`config.mk`:
```
export PLATFORM = sky130hd
export DESIGN_NAME = pwr_seq_top
export DESIGN_NICKNAME = d
export VERILOG_FILES = /design/src/rtl/pwr_seq_pkg.sv /design/src/rtl/pwr_seq_rst_sync.sv /design/src/rtl/pwr_seq_sync.sv /design/src/rtl/pwr_seq_timer.sv /design/src/rtl/pwr_seq_fsm.sv /design/src/rtl/pwr_seq_top.sv
export SDC_FILE = /design/constraint.sdc
export NUM_CORES = 1
export LEC_CHECK = 0
export BUFFER_PORTS_ARGS = -buffer_cell sky130_fd_sc_hd__buf_2
export CORE_MARGIN = 3
export CORE_UTILIZATION = 57
export DETAILED_ROUTE_END_ITERATION = 10
export PLACE_DENSITY = 0.78
export SLEW_MARGIN = 15
export SYNTH_ARGS = -nofsm -noshare
export SYNTH_HDL_FRONTEND = slang
export SYNTH_HIERARCHICAL = 1
export SYNTH_SLANG_ARGS = --single-unit
```
`constraint.sdc`:
```
create_clock -name clk -period 0.95 [get_ports clk]
set_input_delay 0.285 -clock clk [delete_from_list [all_inputs] [get_ports clk]]
set_output_delay 0.285 -clock clk [all_outputs]
set_load 0.02 [all_outputs]
```
`src/rtl/pwr_seq_pkg.sv`:
```
`timescale 1ns/1ps
package pwr_seq_pkg;

  typedef enum logic [2:0] {
    SEQ_RESET    = 3'd0,
    SEQ_SETTLE   = 3'd1,
    SEQ_LOAD     = 3'd2,
    SEQ_WAIT_REQ = 3'd3,
    SEQ_RUN      = 3'd4,
    SEQ_FAULT    = 3'd5
  } seq_state_e;

  // bit positions inside the overvoltage response field
  localparam int OVR_IGNORE = 0;
  localparam int OVR_RELOAD = 1;
  localparam int OVR_LATCH  = 2;
  localparam int OVR_W      = 3;

  // index of each asynchronous input inside the synchronizer bundle
  localparam int IN_SUPPLY = 0;
  localparam int IN_UVLO   = 1;
  localparam int IN_OV     = 2;
  localparam int IN_REQ    = 3;
  localparam int IN_W      = 4;

  // the phase that follows a finished configuration load
  function automatic seq_state_e post_load(input logic auto_start);
    return auto_start ? SEQ_RUN : SEQ_WAIT_REQ;
  endfunction

endpackage

```
`src/rtl/pwr_seq_rst_sync.sv`:
```
`timescale 1ns/1ps
module pwr_seq_rst_sync (
  input  logic clk,
  input  logic rst_n,
  output logic rst_ni
);
  logic [1:0] stage_q;

  always_ff @(posedge clk or negedge rst_n) begin
    if (!rst_n) stage_q <= 2'b00;
    else        stage_q <= {stage_q[0], 1'b1};
  end

  assign rst_ni = stage_q[1];
endmodule

```
`src/rtl/pwr_seq_sync.sv`:
```
`timescale 1ns/1ps
module pwr_seq_sync #(
  parameter int WIDTH  = 4,
  parameter int STAGES = 2
) (
  input  logic             clk,
  input  logic             rst_ni,
  input  logic [WIDTH-1:0] d_async,
  output logic [WIDTH-1:0] d_sync
);
  generate
    if (STAGES == 0) begin : g_bypass
      assign d_sync = d_async;
    end else begin : g_chain
      logic [WIDTH-1:0] q [STAGES];

      always_ff @(posedge clk or negedge rst_ni) begin
        if (!rst_ni) q[0] <= '0;
        else         q[0] <= d_async;
      end

      for (genvar i = 1; i < STAGES; i++) begin : g_stage
        always_ff @(posedge clk or negedge rst_ni) begin
          if (!rst_ni) q[i] <= '0;
          else         q[i] <= q[i-1];
        end
      end

      assign d_sync = q[STAGES-1];
    end
  endgenerate
endmodule

```
`src/rtl/pwr_seq_timer.sv`:
```
`timescale 1ns/1ps
module pwr_seq_timer #(
  parameter int SETTLE_CYCLES = 4000,
  parameter int LOAD_CYCLES   = 5000
) (
  input  logic clk,
  input  logic rst_ni,
  input  logic clear,
  input  logic run,
  output logic settle_done,
  output logic load_expired
);
  localparam int MAX_CYC = (SETTLE_CYCLES > LOAD_CYCLES) ? SETTLE_CYCLES : LOAD_CYCLES;
  localparam int CW      = $clog2(MAX_CYC + 1);
  localparam logic [CW-1:0] SETTLE_LAST = CW'(SETTLE_CYCLES - 1);
  localparam logic [CW-1:0] LOAD_LAST   = CW'(LOAD_CYCLES - 1);
  localparam logic [CW-1:0] CNT_MAX     = CW'(MAX_CYC);

  logic [CW-1:0] cnt_q, cnt_d;
  logic          cnt_en, at_max;

  assign at_max = (cnt_q == CNT_MAX);
  assign cnt_en = clear | (run & ~at_max);
  assign cnt_d  = clear ? '0 : cnt_q + CW'(1);

  always_ff @(posedge clk or negedge rst_ni) begin
    if (!rst_ni)     cnt_q <= '0;
    else if (cnt_en) cnt_q <= cnt_d;
  end

  assign settle_done  = (cnt_q == SETTLE_LAST);
  assign load_expired = (cnt_q == LOAD_LAST);
endmodule

```
`src/rtl/pwr_seq_fsm.sv`:
```
`timescale 1ns/1ps
module pwr_seq_fsm
  import pwr_seq_pkg::*;
(
  input  logic             clk,
  input  logic             rst_ni,
  input  logic             rail_ok,
  input  logic             ov_s,
  input  logic             req_s,
  input  logic             dl_done,
  input  logic             cfg_auto_start,
  input  logic [OVR_W-1:0] cfg_ov_resp,
  input  logic             settle_done,
  input  logic             load_expired,
  output seq_state_e       state_q,
  output logic             state_chg,
  output logic             timed,
  output logic             dl_start,
  output logic             ss_start
);
  seq_state_e state_d;
  logic       ov_act, dl_start_d, ss_start_d;

  assign ov_act = ov_s & ~cfg_ov_resp[OVR_IGNORE] &
                  (state_q != SEQ_RESET) & (state_q != SEQ_FAULT);

  always_comb begin
    state_d = state_q;
    if (!rail_ok) begin
      state_d = SEQ_RESET;
    end else if (ov_act) begin
      state_d = SEQ_FAULT;
    end else begin
      unique case (state_q)
        SEQ_RESET:    state_d = SEQ_SETTLE;
        SEQ_SETTLE:   if (settle_done) state_d = SEQ_LOAD;
        SEQ_LOAD:     if (dl_done || load_expired) state_d = post_load(cfg_auto_start);
        SEQ_WAIT_REQ: if (cfg_auto_start || req_s) state_d = SEQ_RUN;
        SEQ_RUN:      if (!cfg_auto_start && !req_s) state_d = SEQ_WAIT_REQ;
        SEQ_FAULT: begin
          if (!cfg_ov_resp[OVR_LATCH] && !ov_s)
            state_d = cfg_ov_resp[OVR_RELOAD] ? SEQ_LOAD : post_load(cfg_auto_start);
        end
        default:      state_d = SEQ_RESET;
      endcase
    end
  end

  assign state_chg  = (state_d != state_q);
  assign timed      = (state_q == SEQ_SETTLE) | (state_q == SEQ_LOAD);
  assign dl_start_d = (state_d == SEQ_LOAD) & (state_q != SEQ_LOAD);
  assign ss_start_d = (state_d == SEQ_RUN)  & (state_q != SEQ_RUN);

  always_ff @(posedge clk or negedge rst_ni) begin
    if (!rst_ni) begin
      state_q  <= SEQ_RESET;
      dl_start <= 1'b0;
      ss_start <= 1'b0;
    end else begin
      state_q  <= state_d;
      dl_start <= dl_start_d;
      ss_start <= ss_start_d;
    end
  end
endmodule

```
`src/rtl/pwr_seq_top.sv`:
```
`timescale 1ns/1ps
module pwr_seq_top
  import pwr_seq_pkg::*;
#(
  parameter int SETTLE_CYCLES = 4000,
  parameter int LOAD_CYCLES   = 5000,
  parameter int SYNC_STAGES   = 2
) (
  input  logic       clk,
  input  logic       rst_n,
  input  logic       supply_ok,
  input  logic       uvlo_ok,
  input  logic       ovp_det,
  input  logic       pwr_on_req,
  input  logic       cfg_auto_start,
  input  logic [2:0] cfg_ov_resp,
  input  logic       dl_done,
  output logic       dl_start,
  output logic       ss_start,
  output logic [2:0] seq_state
);
  logic            rst_ni;
  logic [IN_W-1:0] raw_in, syn_in;
  logic            rail_ok, ov_s, req_s;
  logic            settle_done, load_expired, state_chg, timed;
  seq_state_e      state_q;

  pwr_seq_rst_sync u_rst (
    .clk    (clk),
    .rst_n  (rst_n),
    .rst_ni (rst_ni)
  );

  always_comb begin
    raw_in            = '0;
    raw_in[IN_SUPPLY] = supply_ok;
    raw_in[IN_UVLO]   = uvlo_ok;
    raw_in[IN_OV]     = ovp_det;
    raw_in[IN_REQ]    = pwr_on_req;
  end

  pwr_seq_sync #(.WIDTH(IN_W), .STAGES(SYNC_STAGES)) u_sync (
    .clk     (clk),
    .rst_ni  (rst_ni),
    .d_async (raw_in),
    .d_sync  (syn_in)
  );

  assign rail_ok = syn_in[IN_SUPPLY] & syn_in[IN_UVLO];
  assign ov_s    = syn_in[IN_OV];
  assign req_s   = syn_in[IN_REQ];

  pwr_seq_timer #(.SETTLE_CYCLES(SETTLE_CYCLES), .LOAD_CYCLES(LOAD_CYCLES)) u_timer (
    .clk          (clk),
    .rst_ni       (rst_ni),
    .clear        (state_chg),
    .run          (timed),
    .settle_done  (settle_done),
    .load_expired (load_expired)
  );

  pwr_seq_fsm u_fsm (
    .clk            (clk),
    .rst_ni         (rst_ni),
    .rail_ok        (rail_ok),
    .ov_s           (ov_s),
    .req_s          (req_s),
    .dl_done        (dl_done),
    .cfg_auto_start (cfg_auto_start),
    .cfg_ov_resp    (cfg_ov_resp),
    .settle_done    (settle_done),
    .load_expired   (load_expired),
    .state_q        (state_q),
    .state_chg      (state_chg),
    .timed          (timed),
    .dl_start       (dl_start),
    .ss_start       (ss_start)
  );

  assign seq_state = state_q;
endmodule

```
==> impl_metrics.json <==
{
  "avgRoutedWirePerCell_um": 21.6,
  "synthCells": 153,
  "arrival_ns": 3.08,
  "rows": 18,
  "setup_viol": 23,
  "hp-class": "in -> reg",
  "maxCapViolCount": 0,
  "synthArstFlopShare": 1.00,
  "routed_wl_um": 5470,
  "die_width_um": 58.0,
  "clkSinkCount": 28,
  "drive_above_1_share": 0.529,
  "timing.fmax_mhz": 350,
  "r2r-end": "u_timer/cnt_q[10]",
  "synth_flop_cell": "dfrtp_1",
  "antenna_found_initial": 0,
  "cts_tree": "yes",
  "grtUsageTotal": 0.334,
  "cts.htree.levels": 1,
  "post-place-cells": 235,
  "endpoint": "u_timer/cnt_q[10]",
  "timing.final.crit_period_ns": 2.86,
  "ys_warn_count": 6,
  "critPathRequiredTime_ns": 1.17,
  "fin_util": 0.933,
  "die_h_um": 58.0,
  "via_per_inst": 6.36,
  "cts_buffer_depth": 2,
  "netlist-cell-type-count": 50,
  "io_pins": 16,
  "antenna_cells": 0,
  "p_leak_nw": 1.08,
  "stdcell_count": 253,
  "cpMostUsedCell": "buf_4",
  "cp_slowest_cell": "or4b_4",
  "seq_area_frac_synth": 0.455,
  "dieArea_um2": 3360,
  "hold_ws_ns": 0.0586,
  "violations": "negative setup slack",
  "cts_root_buffer": "clkbuf_4",
  "nets": 237,
  "total_power_mw": 2.36,
  "gp_congestion": 0.948,
  "synth_nets": 166,
  "core_area_um2": 2520,
  "drc": 0,
  "power.internal_mw": 1.73,
  "drtAntennaViolNets": 0,
  "dp_hpwl_um": 2860,
  "grt-ovfl-total": 0,
  "avgSynthCellArea_um2": 10.1,
  "synth_area_leader_cell": "dfrtp_1",
  "firstDrtPassIters": 5,
  "startpoint": "u_timer/cnt_q[11]",
  "hold_violations": 0,
  "placed_cell_area_um2": 1970,
  "p_clk_frac": 0.241,
  "dr_total_vias": 1608,
  "setup_ws_ns": -1.91,
  "rsz0062_at_grt": "true",
  "combPwrFrac": 0.223,
  "irDropWorstVdd_uv": 1150,
  "drt_iter0_drc": 195,
  "initial_core_util": 0.611,
  "yosys-top-cells-area": "dfrtp_1, xor2_1, nor2_1",
  "switchingPower_mw": 0.631,
  "r2r_slack_ns": -1.91,
  "cts_inserted_buffers": 3,
  "clk_pin_slew_worst_paths_ns": 0.14,
  "worstSetupPathType": "reg -> reg",
  "finalCritPeriodShare": 3.01,
  "cp-end-kind": "flip-flop",
  "pre_cts_ws_ns": -1.75,
  "syn_area_um2": 1540,
  "seq_power_share": 0.536,
  "power_density_nw_per_um2": 1010,
  "ys_ff_latch": 28,
  "r2r_cells": 12,
  "grt_max_degree": 20,
  "synth_top_area_frac": 0.455,
  "r2r-start": "u_timer/cnt_q[11]",
  "synth_edf_count": 0,
  "fin_setup_tns_ns": -32.42,
  "path_cells": "or4b_4 -> nor4_4 -> nor3_2 -> o32ai_2 -> buf_4 -> nand4_1 -> o2111ai_2 -> buf_4 -> buf_8 -> nor2b_1 -> o21ai_0 -> nand2_1",
  "slew_violations": 0,
  "grt_pass1_wl_um": 8250,
  "critPathMaxStageDelay_ns": 0.57,
  "fillers": 82,
  "grt_pass1_vias": 1647,
  "critPathMaxFanout": 4,
  "p_sw_frac": 0.267,
  "hp-start": "supply_ok",
  "clk_latency_ns": 0.32,
  "status": "finished, violations left",
  "start_kind": "flip-flop",
  "skew_ns": 0.00346,
  "areaGrowthSynthToFinish_pct": 52.6,
  "port-buffer-count": 15,
  "final_area_um2": 2350
}
[layout make-up]
cell class	count	area [um^2]	area share
Inverter	5	18.8	0.00798
Multi-Input combinational cell	110	921	0.391
Tap cell	30	37.5	0.0160
Timing Repair Buffer	76	634	0.270
Sequential cell	28	704	0.299
Clock buffer	4	36.3	0.0154
[synth_stat cells, types with 3 or more instances]
master     n
dfrtp_1   28
nor2_1    17
nand2_1   11
xor2_1     8
and2_1     5
nand2b_1   5
nand3_1    5
nand4_1    5
o21ai_0    5
and3_1     4
buf_4      4
inv_1      4
a21oi_1    3
buf_6      3
nor2b_1    3
nor4_1     3
[metal layers]
metal | share of wire | up-vias | global-route usage
li1 | - | 680 | -
met1 | 0.37 | 763 | 0.398
met2 | 0.51 | 133 | 0.621
met3 | 0.078 | 32 | 0.0423
met4 | 0.045 | 0 | 0.103
met5 | 0 | - | 0
[power by group through the flow]
stage / Clock [mW] / Sequential (mW) / Combinational, mW
after CTS: 0.589 / 1.27 / 0.470
after global placement: 0 / 1.28 / 0.318
after global routing: 0.632 / 1.27 / 0.558
after detailed placement: 0 / 1.29 / 0.331
after floorplan: 0 / 1.29 / 0.166
final: 0.571 / 1.27 / 0.527
[worst min-delay path by stage]
stage | endpoint | slack [ns] | depth (start not counted)
6_report | u_sync/g_chain.q[4] | 0.06 | 1
5_1_grt | u_sync/g_chain.q[4] | 0.03 | 1
2_1_floorplan | u_rst/stage_q[0] | -0.01 | 0
4_1_cts | u_sync/g_chain.q[5] | 0.05 | 1
3_3_place_gp | u_rst/stage_q[0] | 0.07 | 1
3_5_place_dp | u_rst/stage_q[0] | 0.07 | 1
[sequential cells by signal, summed over array words and instances, names as in the netlist]
register and flops:
u_sync/d_sync 4, u_fsm/dl_start 1, u_fsm/state_q 3, u_timer/cnt_q 13, u_fsm/ss_start 1, u_rst/stage_q 2, u_sync/g_chain.q 4
[critical path: cells and delay by family (launching register included)]
family	cells	cell delay [ns]
AND/OR/NAND/NOR	6	1.22
AO/OA/AOI/OAI	3	0.60
buffers and inverters	3	0.50
flip-flops	1	0.43
[cells in the final DEF (no fill, tap or decap), types with 3 or more instances in the layout]
cell type,n
and2_1,4
and3_1,3
buf_2,10
buf_4,52
buf_6,9
clkbuf_4,3
dfrtp_1,25
dfrtp_2,3
inv_1,4
nand2_1,11
nand2b_1,5
nand3_1,3
nand4_1,5
nor2_1,6
nor2_4,9
nor2b_1,3
o21ai_0,5
xor2_1,8
[cells by family (layout without fill, tap and decap cells)]
family	count (synthesis)	count (layout)	synth area share
AND/OR/NAND/NOR	72	72	0.266
flip-flops	28	28	0.455
AO/OA/AOI/OAI	24	24	0.135
buffers and inverters	15	85	0.0625
XOR/XNOR	10	10	0.0568
adder cells (fa/ha/maj)	2	2	0.0162
other	1	1	0.00243
multiplexers	1	1	0.00649
[timing repair]
action,in CTS,in global routing
pin swaps,17,9
hold endpoints to repair,2,0
setup endpoints to repair,23,23
gates cloned,1,0
hold buffers,1,0
resized for setup,42,15
setup buffers,8,8
Power figures use the tool's default switching activity.
